[src/rtl/dma_arb_pkg.sv]
package dma_arb_pkg;
  typedef struct packed {
    logic entry;     // first owned cycle: read of stalled address
    logic smpGo;     // sample read this cycle
    logic sprGet;    // sprite read this cycle
    logic sprPut;    // sprite write this cycle
    logic align;     // owned cycle without transfer
    logic sprStart;  // latch sprite page
    logic smpStart;  // latch sample address
  } dmaStrobe_t;
endpackage

[src/rtl/dma_arb_ctl.sv]
module dma_arb_ctl
  import dma_arb_pkg::*;
#(
  parameter int SPR_LEN = 256
) (
  input  logic       clk,
  input  logic       rstN,
  input  logic       sprReq,
  input  logic       smpReq,
  output dmaStrobe_t stb,
  output logic       busOwn,
  output logic       sprDone
);
  localparam int CNT_W = $clog2(2 * SPR_LEN);
  localparam logic [CNT_W-1:0] LAST_STEP = CNT_W'(2 * SPR_LEN - 1);

  logic cycOdd, active, sprActive, smpPend, haltPend, dummyPend;
  logic [CNT_W-1:0] sprCnt;
  logic pend, entry, smpGo, sprGet, sprPut, align, lastPut;
  logic sprStart, smpStart, nextSpr, nextSmp;

  always_comb begin
    pend     = sprActive | smpPend;
    entry    = !active & pend;
    smpGo    = active & !cycOdd & smpPend & !haltPend & !dummyPend;
    sprGet   = active & !cycOdd & !smpGo & sprActive;
    sprPut   = active & cycOdd & sprActive & sprCnt[0];
    align    = active & !smpGo & !sprGet & !sprPut;
    lastPut  = sprPut & (sprCnt == LAST_STEP);
    sprStart = sprReq & !sprActive;
    smpStart = smpReq & !smpPend;
    nextSpr  = sprStart | (sprActive & !lastPut);
    nextSmp  = smpStart | (smpPend & !smpGo);
  end

  always_ff @(posedge clk or negedge rstN) begin
    if (!rstN) begin
      cycOdd    <= 1'b0;
      active    <= 1'b0;
      sprActive <= 1'b0;
      smpPend   <= 1'b0;
      haltPend  <= 1'b0;
      dummyPend <= 1'b0;
      sprCnt    <= '0;
      sprDone   <= 1'b0;
    end else begin
      cycOdd    <= ~cycOdd;
      sprActive <= nextSpr;
      smpPend   <= nextSmp;
      active    <= (entry | active) & (nextSpr | nextSmp);
      sprDone   <= lastPut;
      if (smpStart) begin
        haltPend  <= 1'b1;
        dummyPend <= 1'b1;
      end else if (entry | active) begin
        if (haltPend) haltPend <= 1'b0;
        else if (dummyPend) dummyPend <= 1'b0;
      end
      if (sprStart) sprCnt <= '0;
      else if (sprGet | sprPut) sprCnt <= sprCnt + 1'b1;
    end
  end

  assign stb = '{entry: entry, smpGo: smpGo, sprGet: sprGet, sprPut: sprPut,
                 align: align, sprStart: sprStart, smpStart: smpStart};
  assign busOwn = entry | active;

  // two data reads never fall on adjacent cycles
  p_reads_split_r3: assert property (@(posedge clk) disable iff (!rstN)
    (smpGo | sprGet) |=> !(smpGo | sprGet));
  // sample completes only on even cycles with both flags spent
  p_smp_flags_r4: assert property (@(posedge clk) disable iff (!rstN)
    $fell(smpPend) |-> $past(!haltPend && !dummyPend && !cycOdd));
  // done pulse only once the copy is no longer active
  p_done_idle_r6: assert property (@(posedge clk) disable iff (!rstN)
    sprDone |-> !sprActive);
  // bus released only with nothing pending
  p_release_r9: assert property (@(posedge clk) disable iff (!rstN)
    $fell(busOwn) |-> (!sprActive && !smpPend));
endmodule

[src/rtl/dma_arb_dp.sv]
module dma_arb_dp
  import dma_arb_pkg::*;
#(
  parameter int ADDR_W   = 16,
  parameter int DATA_W   = 8,
  parameter int OFF_W    = 8,
  parameter int NUM_SKIP = 2,
  parameter logic [NUM_SKIP*ADDR_W-1:0] SKIP_LIST = {16'h4017, 16'h4016},
  parameter logic [ADDR_W-1:0] SPR_PORT = 16'h2004
) (
  input  logic                     clk,
  input  logic                     rstN,
  input  dmaStrobe_t               stb,
  input  logic [ADDR_W-1:0]        stallAddr,
  input  logic [ADDR_W-OFF_W-1:0]  sprPage,
  input  logic [ADDR_W-1:0]        smpAddr,
  input  logic [DATA_W-1:0]        busRdata,
  output logic                     busRd,
  output logic                     busWr,
  output logic [ADDR_W-1:0]        busAddr,
  output logic [DATA_W-1:0]        busWdata,
  output logic                     smpLoad,
  output logic [DATA_W-1:0]        smpData
);
  localparam int PAGE_W = ADDR_W - OFF_W;

  logic [PAGE_W-1:0] pageQ;
  logic [OFF_W-1:0]  offQ;
  logic [ADDR_W-1:0] smpAddrQ;
  logic [DATA_W-1:0] latchQ;
  logic [NUM_SKIP-1:0] skipHit;
  logic skip;

  for (genvar g = 0; g < NUM_SKIP; g++) begin : gSkip
    assign skipHit[g] = (stallAddr == SKIP_LIST[g*ADDR_W +: ADDR_W]);
  end
  assign skip = |skipHit;

  always_ff @(posedge clk or negedge rstN) begin
    if (!rstN) begin
      pageQ    <= '0;
      offQ     <= '0;
      smpAddrQ <= '0;
      latchQ   <= '0;
      smpLoad  <= 1'b0;
      smpData  <= '0;
    end else begin
      smpLoad <= stb.smpGo;
      if (stb.sprStart) begin
        pageQ <= sprPage;
        offQ  <= '0;
      end else if (stb.sprGet) begin
        offQ <= offQ + 1'b1;
      end
      if (stb.sprGet) latchQ <= busRdata;
      if (stb.smpStart) smpAddrQ <= smpAddr;
      if (stb.smpGo) smpData <= busRdata;
    end
  end

  always_comb begin
    busRd = stb.entry | stb.smpGo | stb.sprGet | (stb.align & !skip);
    busWr = stb.sprPut;
    if (stb.smpGo)       busAddr = smpAddrQ;
    else if (stb.sprGet) busAddr = {pageQ, offQ};
    else if (stb.sprPut) busAddr = SPR_PORT;
    else                 busAddr = stallAddr;
    busWdata = latchQ;
  end

  // a put writes the byte fetched by the read just before it
  p_put_data_r5: assert property (@(posedge clk) disable iff (!rstN)
    busWr |-> ($past(busRd) && busWdata == $past(busRdata)));
  // load pulse follows a read of the latched sample address
  p_load_src_r4: assert property (@(posedge clk) disable iff (!rstN)
    smpLoad |-> ($past(busRd) && $past(busAddr) == smpAddrQ && smpData == $past(busRdata)));
endmodule

[src/rtl/dma_arb.sv]
module dma_arb
  import dma_arb_pkg::*;
#(
  parameter int ADDR_W   = 16,
  parameter int DATA_W   = 8,
  parameter int SPR_LEN  = 256,
  parameter logic [ADDR_W-1:0] SPR_PORT = 16'h2004,
  parameter int NUM_SKIP = 2,
  parameter logic [NUM_SKIP*ADDR_W-1:0] SKIP_LIST = {16'h4017, 16'h4016},
  localparam int OFF_W  = $clog2(SPR_LEN),
  localparam int PAGE_W = ADDR_W - OFF_W
) (
  input  logic              clk,
  input  logic              rstN,
  input  logic [ADDR_W-1:0] stallAddr,
  input  logic              sprReq,
  input  logic [PAGE_W-1:0] sprPage,
  input  logic              smpReq,
  input  logic [ADDR_W-1:0] smpAddr,
  output logic              busOwn,
  output logic              busRd,
  output logic              busWr,
  output logic [ADDR_W-1:0] busAddr,
  output logic [DATA_W-1:0] busWdata,
  input  logic [DATA_W-1:0] busRdata,
  output logic              sprDone,
  output logic              smpLoad,
  output logic [DATA_W-1:0] smpData
);
  dmaStrobe_t stb;

  dma_arb_ctl #(.SPR_LEN(SPR_LEN)) uCtl (
    .clk(clk), .rstN(rstN), .sprReq(sprReq), .smpReq(smpReq),
    .stb(stb), .busOwn(busOwn), .sprDone(sprDone)
  );

  dma_arb_dp #(
    .ADDR_W(ADDR_W), .DATA_W(DATA_W), .OFF_W(OFF_W), .NUM_SKIP(NUM_SKIP),
    .SKIP_LIST(SKIP_LIST), .SPR_PORT(SPR_PORT)
  ) uDp (
    .clk(clk), .rstN(rstN), .stb(stb), .stallAddr(stallAddr), .sprPage(sprPage),
    .smpAddr(smpAddr), .busRdata(busRdata), .busRd(busRd), .busWr(busWr),
    .busAddr(busAddr), .busWdata(busWdata), .smpLoad(smpLoad), .smpData(smpData)
  );

  // no bus strobes without ownership
  p_idle_quiet_r1: assert property (@(posedge clk) disable iff (!rstN)
    !busOwn |-> (!busRd && !busWr));
endmodule

[config.mk]
export PLATFORM = sky130hd
export DESIGN_NAME = dma_arb
export DESIGN_NICKNAME = d
export VERILOG_FILES = /design/src/rtl/dma_arb_pkg.sv /design/src/rtl/dma_arb_ctl.sv /design/src/rtl/dma_arb_dp.sv /design/src/rtl/dma_arb.sv
export SDC_FILE = /design/constraint.sdc
export NUM_CORES = 1
export LEC_CHECK = 0
export BUFFER_PORTS_ARGS = -buffer_cell sky130_fd_sc_hd__buf_2
export CAP_MARGIN = 30
export CORE_UTILIZATION = 25
export CTS_CLUSTER_DIAMETER = 50
export DETAILED_ROUTE_END_ITERATION = 7
export GPL_TIMING_DRIVEN = 0
export PLACE_DENSITY_LB_ADDON = 0.3
export SYNTH_ARGS = -nofsm -noshare
export SYNTH_HDL_FRONTEND = slang
export SYNTH_SLANG_ARGS = --single-unit
[constraint.sdc]
create_clock -name clk -period 2 [get_ports clk]
set_input_delay 0.4 -clock clk [delete_from_list [all_inputs] [get_ports clk]]
set_output_delay 0.4 -clock clk [all_outputs]
set_load 0.03 [all_outputs]
Word level (Yosys, flattened, before mapping)
Cells that the tools add are included.
{"block": "word_totals", "register_bits": 65, "in_bits": 52, "output_inout_bits": 37}
{"block": "op_classes", "reduce_logical": 16, "n_addsub": 2, "mux": 12, "n_eq_ne": 4, "n_bitwise": 30}
{"cell": "$mux W16", "count": 3}
{"cell": "$eq A16 B15 Y1 const B", "count": 2}
{"cell": "$and A1 B1 Y1", "count": 20}
{"cell": "$mux W9", "count": 2}
{"cell": "$mux W8", "count": 2}
{"cell": "$logic_not A1 Y1", "count": 11}
{"cell": "$add A9 B1 Y9 const B", "count": 1}
{"cell": "$eq A9 B9 Y1 const B", "count": 1}
{"cell": "$or A1 B1 Y1", "count": 9}
{"cell": "$add A8 B1 Y8 const B", "count": 1}
{"cell": "$reduce_bool A2 Y1", "count": 3}
{"cell": "$mux W1", "count": 5}
{"cell": "$ne A2 B2 Y1 const B", "count": 1}
{"cell": "$reduce_and A2 Y1", "count": 1}
{"cell": "$reduce_or A2 Y1", "count": 1}
{"cell": "$not A1 Y1", "count": 1}

Logic depth before layout (Yosys ltp)
{"block": "logic_depth", "word_depth": 13, "mapped_depth": 7, "mapped_depth_nobuf": 7}

Hierarchy
From an unflattened synthesis, not the netlist that was laid out.
{"block": "hier_totals", "cells_unflattened": 268, "area_unflattened_um2": 3041.7}
{"mod": "dma_arb_dp", "cells_each": 186, "instances": 1, "area_each_um2": 2219.6}
{"mod": "dma_arb_ctl", "cells_each": 82, "instances": 1, "area_each_um2": 822.0}

Least setup slack after synthesis
Ideal clock, no wire load.
{"block": "synth_timing", "kind": "flip-flop to output port", "start": "register uCtl.cycOdd", "end": "output busAddr[13]", "required_time_ns": 1.600, "path_buffers": 1, "arrival_ns": 1.577, "path_stages_with_launch": 6, "setup_slack_ns": 0.023, "cell_sequence": "dfrtp_1 nand3b_1 nor2_1 clkbuf_1 a22oi_1 o21ai_0"}
{"block": "synth_between", "elab_chain_cells": 10, "word_cells_on_any_way": 14, "classes_between": "mux: 3; bitwise: 9; reduce/logical: 2"}
{"element": "start, declared", "line_no": "dma_arb_ctl.sv:17", "text": "logic cycOdd, active, sprActive, smpPend, haltPend, dummyPend;"}
{"element": "start signal, assigned", "line_no": "dma_arb_ctl.sv:47", "text": "cycOdd <= ~cycOdd;"}
{"element": "$logic_not A1 Y1", "line_no": "dma_arb_ctl.sv:25, dma_arb_ctl.sv:26"}
{"element": "$and A1 B1 Y1", "line_no": "dma_arb_ctl.sv:25, dma_arb_ctl.sv:26"}
{"element": "$and A1 B1 Y1 (3 in series)", "line_no": "dma_arb_ctl.sv:25", "text": "smpGo = active & !cycOdd & smpPend & !haltPend & !dummyPend;"}
{"element": "$logic_not A1 Y1", "line_no": "dma_arb_ctl.sv:26", "text": "sprGet = active & !cycOdd & !smpGo & sprActive;"}
{"element": "$and A1 B1 Y1 (2 in series)", "line_no": "dma_arb_ctl.sv:26"}
{"element": "$mux W16", "line_no": "dma_arb_dp.sv:65", "text": "else if (stb.sprGet) busAddr = {pageQ, offQ};"}
{"element": "$mux W16 *", "line_no": "dma_arb_dp.sv:64", "text": "if (stb.smpGo) busAddr = smpAddrQ;"}
{"element": "end, declared", "line_no": "dma_arb.sv:23", "text": "output logic [ADDR_W-1:0] busAddr,"}
Mark *: on every way between the ends. The rest lies on a longest branch, timed or not.

Worst setup path after layout
{"block": "layout_timing", "start": "register uCtl.haltPend", "end": "output busAddr[0]"}
{"block": "layout_between", "elab_chain_cells": 8}
{"element": "start, declared", "line_no": "dma_arb_ctl.sv:17"}
{"element": "start signal, assigned", "line_no": "dma_arb_ctl.sv:42", "text": "haltPend <= 1'b0;"}
{"element": "start signal, assigned", "line_no": "dma_arb_ctl.sv:53", "text": "haltPend <= 1'b1;"}
{"element": "start signal, assigned", "line_no": "dma_arb_ctl.sv:56", "text": "if (haltPend) haltPend <= 1'b0;"}
{"element": "$logic_not A1 Y1 *", "line_no": "dma_arb_ctl.sv:25"}
{"element": "$and A1 B1 Y1 * (2 in series)", "line_no": "dma_arb_ctl.sv:25"}
{"element": "$logic_not A1 Y1", "line_no": "dma_arb_ctl.sv:26"}
{"element": "$and A1 B1 Y1 (2 in series)", "line_no": "dma_arb_ctl.sv:26"}
{"element": "$mux W16", "line_no": "dma_arb_dp.sv:65"}
{"element": "$mux W16 *", "line_no": "dma_arb_dp.sv:64"}
Marks and branches as above.

==> impl_metrics.yaml <==
floorplan:
  io_pins: 89
  design.die.area_um2: 12550
  fp.dieW_um: 112.0
  die_h_um: 112.0
  placementRows: 39
  core_um2: 11610
  initial_core_util_pct: 26.05
place:
  placedInstanceArea_um2: 3647
  numPortBuffers: 88
  gp_congestion: 0.8124
  place_hpwl_um: 5984
synthesis:
  ys_warn_count: 0
  synth_mux_area_share_pct: 11.25
  synth_edf_count: 0
  synthXorXnorAreaFrac_pct: 0.2895
  syn_area_um2: 3025
  syn_inst: 284
  synth-compound-area-share_pct: 12.12
  yosysSeqAreaShare_pct: 53.76
  async_reset_ff_share_pct: 100.0
  synthSimpleGateAreaFrac_pct: 18.65
  synth_nets: 339
  synth_top_family_by_area: "simple AND/OR/NAND/NOR gates"
  yosysTopAreaCell: "dfrtp_1"
  synth.area.top_cells: "dfrtp_1 54%, nand2_1 8.7%, mux2_2 6.0%, a21o_1 4.0%, a22o_1 3.8%"
  synth_fa_ha_area_share_pct: 1.241
  ys.flop_type: "dfrtp_1"
  synth_top_area_share_pct: 53.76
  synth-seq-cells: 65
  avgSynthCellArea_um2: 10.65
  synth_cell_type_count: 44
sta:
  fin_skew_ns: 0.006187
  setup-violations-final: 16
  fin_ws_ns: -0.2663
  fin_hold_ws_ns: 0.1709
  slew_viol_final: 0
  slew_headroom_pct: 45.24
  period_needed_ns: 2.266
  worst_pin_slew_ns: 0.8214
  finalCritPeriodShare_pct: 113.3
  final_hold_viol_count: 0
  grt_setup_unrepaired: "yes"
  max_clock_freq_mhz: 441.2
global_route:
  antenna_found_initial: 0
  grt_pass1_vias: 2669
  grt_remaining_overflow: 0
  grt_start_max_net_pins: 66
  grt_usage_pct: 14.81
  grt_pass1_wl_um: 14140
pwr:
  p_total_mw: 6.124
  switchingPower_mw: 2.298
  p_comb_share_pct: 37.8
  ir_drop_mv: 0.4325
  p_sw_share_pct: 37.52
  power_density_nw_per_um2: 1440
  pwr-share-seq_pct: 36.7
  clockPowerShare_pct: 25.4
  p_int_mw: 3.826
  cellLeakagePower_nw: 2.128
worst_setup_path:
  r2r_start: "uCtl.smpPend$_DFF_PN0_"
  startpoint: "uCtl.haltPend$_DFFE_PN0P_"
  critical_path_class: "reg2out"
  r2r_setup_slack_ns: 0.24
  critPathSlowestCell: "dfrtp_1"
  path_max_fanout: 8
  path_cells: "nor3b_4 > and2_4 > buf_12 > nor3b_2 > a221o_1 > buf_6"
  max_stage_delay_ns: 0.41
  cp-end-kind: "output port"
  cp_data_arrival_time_ns: 1.87
  start_kind: "flip-flop"
  cp.required_ns: 1.60
clock_network:
  clock-sinks: 65
  htree_levels: 3
  insertion_delay_ns: 0.33
  cts_tree: "yes"
  cts.root.buffer_cell: "clkbuf_16"
  cts-hold-fix-buffers: 0
  clockBufferDepth: 2
  cts_buffers: 9
  cts.clk_slew.worst_paths_ns: 0.06
finish:
  finalNetCount: 450
  stdcell_area_um2: 4254
  drive_gt1_share_pct: 39.75
  n_fill_cell: 1176
  diodes: 0
  area_growth_pct: 40.61
  final_util_pct: 36.63
run_status:
  violations: "design-rule violations, negative setup slack"
  status: "finished with violations"
drt:
  first_iter_violations: 135
  viasPerCell: 4.777
  ant_nets: 0
  vias: 2594
  drt-pass1-iter-count: 7
  wirelength_um: 8746
  wl_per_cell_um: 16.11
  route.detailed.drc: 7
job:
  cap_violations: 0
worst_hold_path:
  hold_path.class: "in2async"
## critical path, delay by kind of cell (launching register included)
kind / cells / cell delay, ns
simple gates: 3 / 0.54
flops: 1 / 0.41
buf+inv: 2 / 0.29
compound gates: 1 / 0.28
## logic make-up (layout without fill, tap and decap cells)
logic type	Yosys count	in the layout
xor+xnor	1	1
flops	65	65
buf+inv	16	132
mux	31	31
compound gates	48	48
simple gates	120	120
fa+ha+maj	3	3
## final timing paths
| path | endpoint | cells past startpoint |
|---|---|---|
| worst max-delay path | busAddr[0] | 6 |
| worst min-delay path | uDp.smpLoad$_DFF_PN0_ | 1 |
| worst max register to register | uDp.smpAddrQ[8]$_DFFE_PN0P_ | 5 |
| worst min register to register | uDp.busWdata[0]$_DFFE_PN0P_ | 2 |
| max in group asynchronous | uCtl.sprActive$_DFF_PN0_ | 1 |
| min in group clk | uDp.pageQ[5]$_DFFE_PN0P_ | 3 |
## cells in the mapped netlist (2+ instances only)
cell type	n
o21a_1	2
nand3_1	8
mux2i_1	7
and2_1	2
clkbuf_1	7
a21oi_1	3
mux2_2	16
nor2b_1	2
ha_1	3
a22oi_1	2
mux2_1	8
o21ai_0	5
a21o_1	16
dfrtp_1	65
nand2_1	70
inv_1	3
buf_2	2
buf_4	3
a22o_1	13
and4_1	3
nand4_1	5
nor3_1	4
nand2b_1	2
nor4_1	3
nor2_1	11
## timing repair
action                                 4_1_cts  5_1_grt
pin swaps                                   13        5
endpoints found under the hold margin        0        0
cloned                                       1        0
setup endpoints to repair                   17       25
resized for setup                           57       11
buffers inserted                            10        2
## power by group through the flow
stage | Combinational [mW] | Clock [mW] | Sequential, mW
finish | 2.32 | 1.56 | 2.25
detailed placement | 2.04 | 0 | 2.25
global route | 2.50 | 1.66 | 2.33
floorplan | 1.12 | 0 | 2.51
global placement | 2.01 | 0 | 2.22
CTS | 2.32 | 1.60 | 2.23
## flip-flops by register name, summed over array words and instances, names as in the netlist
register and flops:
uDp.smpAddrQ 16, uCtl.haltPend 1, uCtl.dummyPend 1, uCtl.cycOdd 1
uDp.offQ 8, uDp.pageQ 8, uDp.smpLoad 1, uCtl.sprDone 1
uDp.busWdata 8, uCtl.active 1, uCtl.sprActive 1, uCtl.sprCnt 9
uDp.smpData 8, uCtl.smpPend 1
## routing by layer
layer | GRT usage, % | vias up | part of all wire, % | wire length [µm]
li1 | - | 1221 | - | -
met1 | 19.63 | 1279 | 46 | 4043
met2 | 23.19 | 88 | 47 | 4094
met3 | 3.593 | 6 | 5.8 | 509
met4 | 6.044 | 0 | 1.1 | 99
met5 | 0 | - | 0 | 0
## cell type report
cell class,instances,area (µm²),share of cell area (%)
Clock inverter,5,55.05,1.294
Multi-Input combinational cell,203,1381,32.47
Clock buffer,11,242.7,5.706
Timing Repair Buffer,101,645.6,15.18
Buffer,12,108.9,2.559
Sequential cell,65,1630,38.32
Tap cell,143,178.9,4.206
Inverter,3,11.26,0.2647
## layout by cell type, fill, tap and decap left out, drive strengths merged, types with 5 or more instances in the layout
cell type / count
nand2: 70
nand3: 8
dfrtp: 65
mux2i: 7
buf: 107
nor2: 11
a21o: 16
mux2: 24
clkbuf: 17
o21ai: 6
nand4: 5
a22o: 13
## per-stage QoR
stage                     worst slack [ns]  instances  TNS (ns)
after floorplan                    0.02326        284         0
after global placement             -0.5492        515    -6.198
after detailed placement           -0.5565        515    -6.303
after CTS                          -0.3124        542    -4.282
after global routing               -0.3469        543    -4.968
final                              -0.2663        543    -3.777
Note: power is estimated with default switching activity, not from simulation.
